File: src/rtl/lqpat_gen.sv
module lqpat_gen (
  input  logic         clk,
  input  logic         rst_n,
  input  logic         en,
  input  logic [3:0]   mode,
  input  logic [5:0]   sq_half,
  input  logic [263:0] cust_pat,
  output logic [31:0]  dout,
  output logic         dout_vld
);
  localparam int W = 32;
  localparam int PLEN = 264;

  logic         en_q;
  logic [3:0]   mode_q;
  logic [5:0]   half_q;
  logic [30:0]  lfsr;
  logic [8:0]   ptr;
  logic [7:0]   sqpos;

  logic         restart;
  logic [30:0]  lfsr_src, lfsr_nx;
  logic [8:0]   ptr_src, ptr_nx;
  logic [7:0]   sq_src, sq_nx;
  logic [W-1:0] prbs_w, cust_w, sq_w;
  logic [PLEN+W-1:0] dbl;

  assign restart  = !en_q || (mode != mode_q) || (sq_half != half_q);
  assign lfsr_src = restart ? '1 : lfsr;
  assign ptr_src  = restart ? '0 : ptr;
  assign sq_src   = restart ? '0 : sqpos;

  always_comb begin
    logic [30:0] s;
    logic [4:0]  n, t;
    logic        fb;
    case (mode)
      4'd0:    begin n = 5'd7;  t = 5'd6;  end
      4'd1:    begin n = 5'd9;  t = 5'd5;  end
      4'd2:    begin n = 5'd11; t = 5'd9;  end
      4'd3:    begin n = 5'd15; t = 5'd14; end
      4'd4:    begin n = 5'd23; t = 5'd18; end
      default: begin n = 5'd31; t = 5'd28; end
    endcase
    s = lfsr_src;
    prbs_w = '0;
    for (int i = 0; i < W; i++) begin
      fb = s[n - 5'd1] ^ s[t - 5'd1];
      s = {s[29:0], fb};
      prbs_w[i] = fb;
    end
    lfsr_nx = s;
  end

  assign dbl    = {cust_pat[W-1:0], cust_pat};
  assign cust_w = dbl[ptr_src +: W];
  assign ptr_nx = (ptr_src + 9'd32 >= 9'(PLEN)) ? ptr_src + 9'd32 - 9'(PLEN) : ptr_src + 9'd32;

  always_comb begin
    logic [7:0] h, p, pos;
    h = 8'(sq_half) + 8'd1;
    p = h << 1;
    pos = sq_src;
    sq_w = '0;
    for (int i = 0; i < W; i++) begin
      sq_w[i] = (pos < h);
      pos = (pos + 8'd1 == p) ? 8'd0 : pos + 8'd1;
    end
    sq_nx = pos;
  end

  always_ff @(posedge clk or negedge rst_n) begin
    if (!rst_n) begin
      en_q     <= 1'b0;
      mode_q   <= '0;
      half_q   <= '0;
      lfsr     <= '1;
      ptr      <= '0;
      sqpos    <= '0;
      dout     <= '0;
      dout_vld <= 1'b0;
    end else begin
      en_q   <= en;
      mode_q <= mode;
      half_q <= sq_half;
      if (!en) begin
        dout     <= '0;
        dout_vld <= 1'b0;
      end else begin
        dout_vld <= 1'b1;
        case (mode)
          4'd0, 4'd1, 4'd2, 4'd3, 4'd4, 4'd5: begin
            dout <= prbs_w;
            lfsr <= lfsr_nx;
          end
          4'd6: begin
            dout <= cust_w;
            ptr  <= ptr_nx;
          end
          4'd7: begin
            dout  <= sq_w;
            sqpos <= sq_nx;
          end
          4'd8: dout <= 32'h5555_5555;
          default: begin
            dout     <= '0;
            dout_vld <= 1'b0;
          end
        endcase
      end
    end
  end
endmodule


File: config.mk
export PLATFORM = sky130hd
export DESIGN_NAME = lqpat_gen
export DESIGN_NICKNAME = d
export VERILOG_FILES = /design/src/rtl/lqpat_gen.sv
export SDC_FILE = /design/constraint.sdc
export NUM_CORES = 2
export LEC_CHECK = 0
export BUFFER_PORTS_ARGS = -buffer_cell sky130_fd_sc_hd__buf_2
export CORE_MARGIN = 2
export CORE_UTILIZATION = 40
export DETAILED_ROUTE_END_ITERATION = 16
export PLACE_DENSITY = 0.59
export SETUP_SLACK_MARGIN = 0.2
export SKIP_CTS_REPAIR_TIMING = 1
export SYNTH_ARGS = -nofsm -noshare
export SYNTH_HDL_FRONTEND = slang
export SYNTH_SLANG_ARGS = --single-unit
File: constraint.sdc
create_clock -name clk -period 73.8 [get_ports clk]
set_input_delay 14.76 -clock clk [delete_from_list [all_inputs] [get_ports clk]]
set_output_delay 14.76 -clock clk [all_outputs]
set_load 0.02 [all_outputs]
==> results.md <==
* Layout filler cell count at 14000
* Synth Register Bits at between 90 and 100
* Drt first pass iters at 10
* Synth Instances at just under 8000
* Hold/Removal Path Class: flop to flop
* Starting DRT DRC Count at between 9000 and 10000
* Leakage at approximately 0.023 uW
* Post-synth EDFFs at 0
* CP peak stage delay at around 590 ps
* YS warnings at 0
* Synth Area per Inst at 6.65 um2
* All-Layer GR Usage at between 30% and 40%
* RSZ-0062 raised after global routing: no
* Routed Antenna Nets at 0
* Synth top area share at between 10% and 20%
* Worst ir drop on vdd at 0.0000412 V
* Clock sink count at approximately 90
* Post-Syn Nets at between 8000 and 9000
* TritonCTS clock tree: yes
* Primary FF master, synth: dfrtp_1
* Critical path peak fanout at 23
* Critical path capture point type: flop
* Crit-path most repeated cell: nor2_1
* Post-synth ARST share at 100%
* Synth Area in Simple Gates at between 30% and 40%
* Residual DRC at 0
* Synth top area cells: mux2i_1 14%, nand2_1 9.0%, nor2_1 6.1%, o21ai_0 5.6%, ha_1 5.5%
* Setup Viol. Count Final at 0
* Final Hold Vio Count at 0
* GPL Wtd Cong at about 1.1
* Row Count at around 130
* Largest net degree at the start of global routing at 148
* Count of cell types in the netlist at between 150 and 200
* Synth Area in Adders at about 5.5%
* Max Cap Viol at 0
* Initial Util at about 40%
* CORE AREA at about 0.13 mm2
* CP max-delay cell: or4b_1
* Top-count cell post-synth: nand2_1
* Arr. time, crit path at around 70000 ps
* Worst Setup Start Kind: input port
* Final wirelength at about 270 mm
* Vias after detailed routing at roughly 64000
* Xor and xnor fraction of the mapped netlist area at around 7%
* Slew Limit Fails at 0
* Compound-cell area share of the yosys netlist at a little under a third
* Vias in the first global route at roughly 60000
* Die height at between 300 and 400 um
* Root Driver: clkbuf_16
* Io pins at slightly above 300
* GRT Residual Overflow at 0
* Initial antenna violation count at 29
* Final Critical Period at ~70000 ps
* Setup Skew at 12.9 ps
* Total die area at 0.134 mm2
* Final core occ at a little over two fifths
* CTS Buf Count at 9
* Share of cells above drive strength 1 at 12.7%
* First-pass GRT wire length at about 400 mm
* Power density cells at ~26 mW/mm2
* Nets@finish at a little over 8000
* Combinational family with the most area after synthesis: compound AO/OA/AOI/OAI gates
* Total Neg Setup Slack at 0 ps
* Via/cell ratio at ~6.7
* Die Width at approximately 370 um
* Status: completed
* Clock Pin Slew Worst Setup and Hold Paths at about 80 ps
* Layout overhead on the synthesized area at 5.12%
* Mux share of post-synthesis cell area at between 15 and 20%
* Mapped cell area at about 0.052 mm2
* I/O Buffers at between 300 and 400
* H-tree Lvls at 3
* FMAX at around 14 MHz
* Seq/Total Area, Yosys at between 4 and 5%
* Critical Path RT at roughly 74000 ps
* Clk_lat worst skew at roughly 410 ps
* Wirelength per Cell at 28.9 um
* Final period utilization at approximately 94%
* Commonest cells in the netlist: 1258 x nand2_1, 849 x nor2_1, 733 x mux2i_1, 588 x o21ai_0, 529 x a21oi_1
* Least-Margin Pin Slew at about 1400 ps
* Type of the worst setup path: input port to flop
* Slew margin rel. at around 3.1%
* Leading area contributor after synthesis: mux2i_1
* Clk buf depth at 2
* DP Wirelength at 209 mm
where the power goes:
group	leakage [uW]	internal, uW	switching [uW]	total [uW]
Clock	0.000142	26.4	26.6	53.0
Sequential	0.00113	63.6	29.6	93.2
Combinational	0.0215	464	812	1280
layer usage:
layer / track usage (%) / vias up / share of wire, %
li1: - / 28800 / -
met1: 52.5 / 30400 / 41
met2: 59.0 / 4001 / 42
met3: 11.3 / 758 / 12
met4: 16.0 / 26 / 4.6
met5: 0 / - / 0.069
cell families (layout without fill, tap and decap cells):
logic type                 after synthesis  count (layout)
AOI/OAI and AO/OA                     2344            2344
xor gates and xnor gates               354             354
adders and majority gates              229             229
buffers and inverters                  731             602
DFF                                     92              92
muxes                                  785             785
other                                    0              13
and+or+nand+nor                       3334            3334
final cells by class:
cell class                      instances  area (um2)  share of cell area (%)
Multi-Input combinational cell       7046       46800                    85.1
Antenna cell                           13        32.5                  0.0592
Clock buffer                            9         225                   0.410
Timing Repair Buffer                  487        2980                    5.42
Clock inverter                          7        72.6                   0.132
Sequential cell                        92        2340                    4.26
Inverter                               99         379                   0.690
Tap cell                             1742        2180                    3.96
registers in the layout, summed over array words and instances, names as in the netlist:
signal,count
dout,32
dout_vld,1
en_q,1
half_q,6
lfsr,31
mode_q,4
ptr,9
sqpos,8
cell usage in the layout (no fill, tap or decap), types with 62 or more instances in the layout:
cell type	netlist	layout
a211oi_1	154	152
a21oi_1	529	528
a31oi_1	130	130
and2_1	84	80
and3_1	89	84
buf_2	25	305
buf_4	31	170
ha_1	229	226
inv_1	85	77
mux2i_1	733	733
nand2_1	1258	1247
nand2b_1	73	72
nand3_1	246	245
nand4_1	62	62
nor2_1	849	846
nor3_1	217	215
o211ai_1	138	138
o21ai_0	588	587
o22ai_1	83	82
or3_1	64	63
xnor2_1	220	217
xor2_1	88	83
critical path: cells and delay by family:
kind	cells	cell delay (ps)
multiplexers	3	550
buffers and inverters	7	1470
AO/OA/AOI/OAI	43	10560
adder cells (fa/ha/maj)	30	11350
XOR/XNOR	28	5080
AND/OR/NAND/NOR	119	26000
worst paths after layout:
path / startpoint / end / slack [ps] / depth (start not counted)
worst max-delay path: mode[3] / dout[31]$_DFF_PN0_ / 4250 / 230
worst min-delay path: lfsr[29]$_DFFE_PN1P_ / lfsr[29]$_DFFE_PN1P_ / 490 / 2
worst max register to register: half_q[1]$_DFF_PN0_ / dout[31]$_DFF_PN0_ / 18570 / 229
worst min register to register: lfsr[29]$_DFFE_PN1P_ / lfsr[29]$_DFFE_PN1P_ / 490 / 2
max in group asynchronous: rst_n / dout[10]$_DFF_PN0_ / 58220 / 2
min in group asynchronous: rst_n / dout[20]$_DFF_PN0_ / 14380 / 1
metrics by stage:
step                cells  instance area, um2  total power, uW  setup WS, ps  hold WS [ps]
finish               9495               55000             1420          4250           489
global route         9491               55000             1520          84.1           505
floorplan            7869               52300              998          5700           447
detailed placement   9447               54400             1320           188           473
CTS                  9463               54700             1380           389           486
global placement     9447               54400             1320          1670           474
(Power assumes the default switching activity.)
